`src/rtl/hgs_pkg.sv`:
```
package hgs_pkg;

  typedef enum logic [1:0] {
    HB_DRIVE = 2'b00,
    HB_FAST  = 2'b01,
    HB_SLOW  = 2'b10,
    HB_COAST = 2'b11
  } hb_mode_e;

  typedef struct packed {
    logic hi;
    logic lo;
  } leg_gate_t;

  localparam int NUM_LEGS = 2;

endpackage

```
`src/rtl/hgs_pattern.sv`:
```
// Target gate pattern for both legs, before dead-time sequencing.
module hgs_pattern
  import hgs_pkg::*;
(
  input  logic                      [1:0] mode,
  input  logic                            polarity,
  input  logic                            sr_n,
  input  logic                            zero_i,
  input  logic                            out_dis,
  input  logic                            fault,
  output leg_gate_t [NUM_LEGS-1:0]        want
);

  logic en;
  logic rect_on;

  assign en      = ~out_dis & ~fault;
  assign rect_on = ~sr_n & ~zero_i;

  for (genvar g = 0; g < NUM_LEGS; g++) begin : g_leg
    logic src;
    assign src = (polarity == 1'(g));

    always_comb begin
      want[g] = '0;
      unique case (hb_mode_e'(mode))
        HB_DRIVE: begin
          want[g].hi = src;
          want[g].lo = ~src;
        end
        HB_FAST: begin
          want[g].hi = ~src & rect_on;
          want[g].lo = src & rect_on;
        end
        HB_SLOW: begin
          want[g].hi = 1'b0;
          want[g].lo = ~src | rect_on;
        end
        default: want[g] = '0;
      endcase
      if (!en) want[g] = '0;
    end
  end

endmodule

```
`src/rtl/hgs_leg.sv`:
```
// One half-bridge: immediate turn-off, turn-on only after a rest interval.
module hgs_leg
  import hgs_pkg::*;
#(
  parameter int DEAD_CYC = 3
) (
  input  logic      clk,
  input  logic      rst_n,
  input  leg_gate_t want,
  output leg_gate_t gate
);

  localparam int CW = (DEAD_CYC < 1) ? 1 : $clog2(DEAD_CYC + 1);
  localparam logic [CW-1:0] REST_MAX = CW'(DEAD_CYC);

  leg_gate_t     gate_q, gate_d;
  logic [CW-1:0] rest_q, rest_d;
  logic          rested;
  logic          rest_en;

  always_comb begin
    rested    = (rest_q >= REST_MAX);
    gate_d.hi = want.hi & ~want.lo & (gate_q.hi | (~gate_q.lo & rested));
    gate_d.lo = want.lo & ~want.hi & (gate_q.lo | (~gate_q.hi & rested));
    if (gate_d.hi | gate_d.lo) begin
      rest_d  = '0;
      rest_en = (rest_q != '0);
    end else begin
      rest_d  = CW'(rest_q + 1'b1);
      rest_en = ~rested;
    end
  end

  always_ff @(posedge clk or negedge rst_n) begin
    if (!rst_n) begin
      gate_q <= '0;
    end else begin
      gate_q <= gate_d;
    end
  end

  always_ff @(posedge clk or negedge rst_n) begin
    if (!rst_n) begin
      rest_q <= REST_MAX;
    end else if (rest_en) begin
      rest_q <= rest_d;
    end
  end

  assign gate = gate_q;

endmodule

```
`src/rtl/hbridge_gate_seq.sv`:
```
module hbridge_gate_seq
  import hgs_pkg::*;
#(
  parameter int DEAD_CYC = 3
) (
  input  logic       clk,
  input  logic       rst_n,
  input  logic [1:0] decay_mode,
  input  logic       polarity,
  input  logic       sr_n,
  input  logic       zero_i,
  input  logic       out_dis,
  input  logic       fault,
  output logic       gh_a,
  output logic       gl_a,
  output logic       gh_b,
  output logic       gl_b
);

  leg_gate_t [NUM_LEGS-1:0] want;
  leg_gate_t [NUM_LEGS-1:0] gate;

  hgs_pattern u_pattern (
    .mode     (decay_mode),
    .polarity (polarity),
    .sr_n     (sr_n),
    .zero_i   (zero_i),
    .out_dis  (out_dis),
    .fault    (fault),
    .want     (want)
  );

  for (genvar g = 0; g < NUM_LEGS; g++) begin : g_leg
    hgs_leg #(.DEAD_CYC(DEAD_CYC)) u_leg (
      .clk   (clk),
      .rst_n (rst_n),
      .want  (want[g]),
      .gate  (gate[g])
    );
  end

  assign gh_a = gate[0].hi;
  assign gl_a = gate[0].lo;
  assign gh_b = gate[1].hi;
  assign gl_b = gate[1].lo;

endmodule

```
`config.mk`:
```
export PLATFORM = sky130hd
export DESIGN_NAME = hbridge_gate_seq
export DESIGN_NICKNAME = d
export VERILOG_FILES = /design/src/rtl/hgs_pkg.sv /design/src/rtl/hgs_pattern.sv /design/src/rtl/hgs_leg.sv /design/src/rtl/hbridge_gate_seq.sv
export SDC_FILE = /design/constraint.sdc
export NUM_CORES = 1
export LEC_CHECK = 0
export CAP_MARGIN = 0
export CELL_PAD_IN_SITES_DETAIL_PLACEMENT = 1
export CELL_PAD_IN_SITES_GLOBAL_PLACEMENT = 2
export CORE_UTILIZATION = 28
export CTS_BUF_LIST = sky130_fd_sc_hd__clkbuf_8
export CTS_CLUSTER_DIAMETER = 60
export DETAILED_ROUTE_END_ITERATION = 10
export PLACE_DENSITY_LB_ADDON = 0.05
export SLEW_MARGIN = 20
export SYNTH_ARGS = -nofsm -noshare
export SYNTH_HDL_FRONTEND = slang
export SYNTH_SLANG_ARGS = --single-unit
```
`constraint.sdc`:
```
create_clock -name clk -period 1.3 [get_ports clk]
set_input_delay 0.26 -clock clk [delete_from_list [all_inputs] [get_ports clk]]
set_output_delay 0.26 -clock clk [all_outputs]
set_load 0.05 [all_outputs]
```
# Yosys cells after proc, flatten, opt, wreduce, memory -nomap -nowiden
# Index checks and enable logic that the tools add are counted.
# totals
regBits	8
in_bits	9
word_cells	62
# op_classes
add_sub_neg	2
order_cmp	2
eq_ne	2
n_mux	8
bitwise	39
n_reduce_logical	3
# op_table
op	count
$and 1x1->1	16
$not 1->1	15
$pmux 2 s3	2
$mux 2	4
$or 1x1->1	8
$add 2x1->2 const B	2
$ge 2x2->1 const B	2
$reduce_bool 2->1	2
$eq 2x1->1 const B	1
$eq 2x2->1 const B	1
$logic_not 2->1	1
$mux 1	2

# Logic depth before layout (Yosys ltp)
# depth
word_depth	10
depth_mapped	5
depth_no_buf	5

# Cells and area by module
# A second synthesis with hierarchy kept.
# unflattened
cells_unflattened	67
hier_area_um2	619.3
# by_module_without_submodules
mod	instances	cells_per_inst	area_each_um2	seq_area_each_um2
hgs_leg	2	26	256.5	102.6
hgs_pattern	1	15	106.4	0.0

# Worst setup path after synthesis
# No wires, ideal clock.
# synth_timing
path_kind	register -> register
start	register g_leg[0].u_leg.rest_q[0]
end	register g_leg[0].u_leg.rest_q[0]
t_arrival_ns	1.371
required_ns	1.219
setup_slack_ns	-0.152
path_stages_with_launch	6
synth_period_minus_slack_ns	1.452
cell_sequence	dfstp_2 -> ha_1 -> nor2b_1 -> o21ai_1 -> o21a_1 -> o211ai_1
# synth_between
elab_chain_cells	6
word_cells_on_any_way	13
classes_between	1 x add/sub; 1 x order compare; 2 x mux; 8 x bitwise; 1 x reduce/logical
# synth_rtl
item	line	rtl
start, declared	hgs_leg.sv:17	logic [CW-1:0] rest_q, rest_d;
start signal, assigned	hgs_leg.sv:46	rest_q <= rest_d;
$ge 2x2->1	hgs_leg.sv:22	rested = (rest_q >= REST_MAX);
$and 1x1->1, on equally long branches	hgs_leg.sv:23, hgs_leg.sv:24	
$or 1x1->1, on equally long branches	hgs_leg.sv:23, hgs_leg.sv:24	
$and 1x1->1, on equally long branches	hgs_leg.sv:23, hgs_leg.sv:24	
$or 1x1->1	hgs_leg.sv:25	if (gate_d.hi | gate_d.lo) begin
$mux 2 / $mux 1 (equally long branches)	hgs_leg.sv:25	
# Several ways; a longest one is shown, not always the timed one.
# A chain may end at the register's enable or synchronous reset.

# Final worst setup path
# layout_timing
start	register g_leg[0].u_leg.rest_q[1]
end	register g_leg[0].u_leg.rest_q[0]
# Same word-level chain as after synthesis.

==> impl_metrics.tcl <==
set metrics [dict create \
    synth_edf_count 0 \
    clkSlewWorstSetupHoldPaths_ps 40 \
    synth_mux_area_frac 0 \
    syn_nets 72 \
    status "finished, violations left" \
    synth.avg_cell_area_sq_um 10.2 \
    drc 0 \
    worst_pin_slew_ps 409 \
    core.rowCount 16 \
    finClkSkew_ps 8.08 \
    synth_xor_area_frac 0 \
    wl_per_cell_um 14.4 \
    rsz0062_at_grt "yes" \
    antennaDiodeCount 0 \
    setup_slack_ps -116 \
    htreeDepth 1 \
    hold-worst-slack_ps 311 \
    reg2reg_slack_ps -120 \
    yosys_most_used_dff "dfstp_2" \
    cp.required_ps 1440 \
    fin_crit_ps 1420 \
    num_io_pins 13 \
    nNetsFinal 103 \
    p_per_area_mw_per_mm2 1590 \
    hold_viol 0 \
    cts_buffer_depth 2 \
    numCtsBuffers 3 \
    finalCritPeriodShare 1.09 \
    r2r_end "g_leg[0].u_leg.rest_q[0]$_DFFE_PN1P_" \
    wirelength_mm 1.68 \
    start_util 0.304 \
    violations "negative setup slack" \
    startpoint_type "flip-flop" \
    grt_overflow 0 \
    cts_root_buffer "clkbuf_8" \
    ant_nets 0 \
    yosys_warnings 0 \
    crit_type "reg -> reg" \
    worstPathMaxFanout 6 \
    dieWidth_um 48.4 \
    crit_family "flip-flops" \
    grt_max_degree 9 \
    yosysUniqueCellTypes 17 \
    grt_pass1_wl_mm 3.04 \
    synth-simple-area-share 0.220 \
    yosysSeqAreaShare 0.341 \
    hpwl_mm 1.27 \
    relSlewSlack 0.727 \
    area_growth_pct 75.9 \
    first_global_vias 636 \
    tns_ps -455 \
    r2r_start "g_leg[0].u_leg.rest_q[1]$_DFFE_PN1P_" \
    crit_chain "ha_4, nor2b_4, o221ai_4, o21a_1, o211ai_1" \
    ir_drop_mv 1.45 \
    synth-compound-area-share 0.299 \
    synth_seq_cells 8 \
    cp-end-kind "flip-flop" \
    netlist_instances 59 \
    final_layout_size_suffix_gt1_frac 0.517 \
    tritoncts "built" \
    slew_viol_final 0 \
    critPathArrivalTime_ps 1550 \
    hold_path.class "in -> async" \
    die_h_um 48.4 \
    clkPwrFrac 0.178 \
    synthAdderAreaFrac 0.0832 \
    setup_viol 5 \
    switching_share 0.348 \
    antenna_found_initial 0 \
    power_switching_mw 0.587 \
    vias 561 \
    clock_latency_ps 230 \
    drtIter0Drc 5 \
    cpPeakStageDelay_ps 550 \
    ff2ff_path_depth 5 \
    max_freq_mhz 706 \
    critPathBufInv 0 \
    slowest_stage "dfstp_2" \
    async_flop_share 1.00 \
    clock-sinks 8 \
    pwr-share-comb 0.555 \
    core-area_sq_mm 0.00198 \
    synthesis.area_sq_um 602 \
    cellLeakagePower_nw 0.453 \
    gp_congestion 0.721 \
    dr.pass1.iters 4 \
    drv_cap 0 \
    power.share.sequential 0.268 \
    viasPerCell 4.84 \
    io_buffers 12 \
    synth_top_family_by_area "compound AO/OA/AOI/OAI gates" \
    grt_use_total 0.170 \
    dieArea_sq_mm 0.00234 \
    p_int_mw 1.10 \
]
-- layout make-up --
class | instances | area [sq um]
Clock inverter | 1 | 3.75
Multi-Input combinational cell | 42 | 474
Clock buffer | 3 | 41.3
Timing Repair Buffer | 26 | 264
Inverter | 9 | 33.8
Sequential cell | 8 | 208
Tap cell | 27 | 33.8
Fill cell | 221 | 923
-- cells by family after synthesis --
kind of cell	count (synthesis)
AO/OA/AOI/OAI	20
AND/OR/NAND/NOR	18
adder cells (fa/ha/maj)	4
flip-flops	8
buffers and inverters	9
-- layer usage --
metal | wire, um | GRT usage
met1 | 772 | 0.204
met2 | 840 | 0.308
met3 | 64 | 0.0535
met4 | 0 | 0.0147
met5 | 0 | 0
-- placed cells by master (no fill, tap or decap), drive strengths merged --
cell type      netlist  layout
clkdlybuf4s50        0       2
nor4b                3       3
a211oi               2       2
dfstp                4       4
inv                  9      10
o221ai               2       2
clkdlybuf4s15        0       1
dfrtp                4       4
dlymetal6s2s         0       1
and4bb               1       1
ha                   4       4
dlygate4sd2          0       4
nor3                 1       1
o2111ai              8       8
o211ai               4       4
o21ai                2       2
nand2                4       4
o21a                 2       2
clkbuf               0       3
buf                  0      18
nor2b                5       5
nor2                 4       4
-- flip-flops by register name, summed over array words and instances (netlist names) --
register / flops
g_leg.u_leg.gate: 4
g_leg.u_leg.rest_q: 4
-- per-stage QoR --
stage | instance area (sq um) | utilization | power (mW) | setup slack (ps) | std cells
global placement | 933 | 0.471 | 1.31 | -544 | 109
floorplan | 657 | - | 0.946 | -60.2 | 59
finish | 1060 | 0.534 | 1.69 | -116 | 116
detailed placement | 933 | 0.471 | 1.32 | -560 | 109
global route | 1060 | 0.534 | 1.84 | -226 | 116
CTS | 1050 | 0.529 | 1.72 | -126 | 115
-- worst register-to-register path: stages (launching register included) --
cell	delay, ps
dfstp_2	550
ha_4	150
nor2b_4	150
o221ai_4	140
o21a_1	160
o211ai_1	190
-- cell usage after synthesis (2+ instances only) --
cell,n,area share
ha_1,4,0.083
nor2_1,4,0.025
nand2_1,4,0.025
o221ai_2,2,0.050
a211oi_2,2,0.042
inv_1,9,0.056
o21a_1,2,0.025
nor4b_2,2,0.050
dfrtp_1,4,0.17
o2111ai_1,8,0.12
o211ai_1,4,0.050
nor2b_1,5,0.052
dfstp_2,4,0.17
o21ai_1,2,0.017
-- worst max-delay path by stage --
stage / startpoint / to / cells past startpoint
6_report: g_leg[0].u_leg.rest_q[1]$_DFFE_PN1P_ / g_leg[0].u_leg.rest_q[0]$_DFFE_PN1P_ / 5
2_1_floorplan: g_leg[0].u_leg.rest_q[1]$_DFFE_PN1P_ / g_leg[0].u_leg.rest_q[0]$_DFFE_PN1P_ / 5
4_1_cts: g_leg[0].u_leg.rest_q[1]$_DFFE_PN1P_ / g_leg[0].u_leg.rest_q[0]$_DFFE_PN1P_ / 5
3_3_place_gp: zero_i / g_leg[0].u_leg.rest_q[1]$_DFFE_PN1P_ / 5
5_1_grt: g_leg[0].u_leg.rest_q[1]$_DFFE_PN1P_ / g_leg[0].u_leg.rest_q[0]$_DFFE_PN1P_ / 5
3_5_place_dp: sr_n / g_leg[0].u_leg.rest_q[0]$_DFFE_PN1P_ / 5
-- power groups by stage --
stage / combinational, mW / clock, mW / sequential, mW
after detailed placement: 0.860 / 0 / 0.456
after CTS: 0.952 / 0.312 / 0.452
after floorplan: 0.465 / 0 / 0.480
after global routing: 1.05 / 0.333 / 0.465
final: 0.936 / 0.300 / 0.452
after global placement: 0.853 / 0 / 0.452
-- repair_timing --
item | CTS | global route
hold buffers | 0 | 0
buffers inserted | 2 | 1
pin swaps | 6 | 2
gates resized for setup | 16 | 1
setup endpoints to repair | 7 | 5
Power figures use the tool's default switching activity.
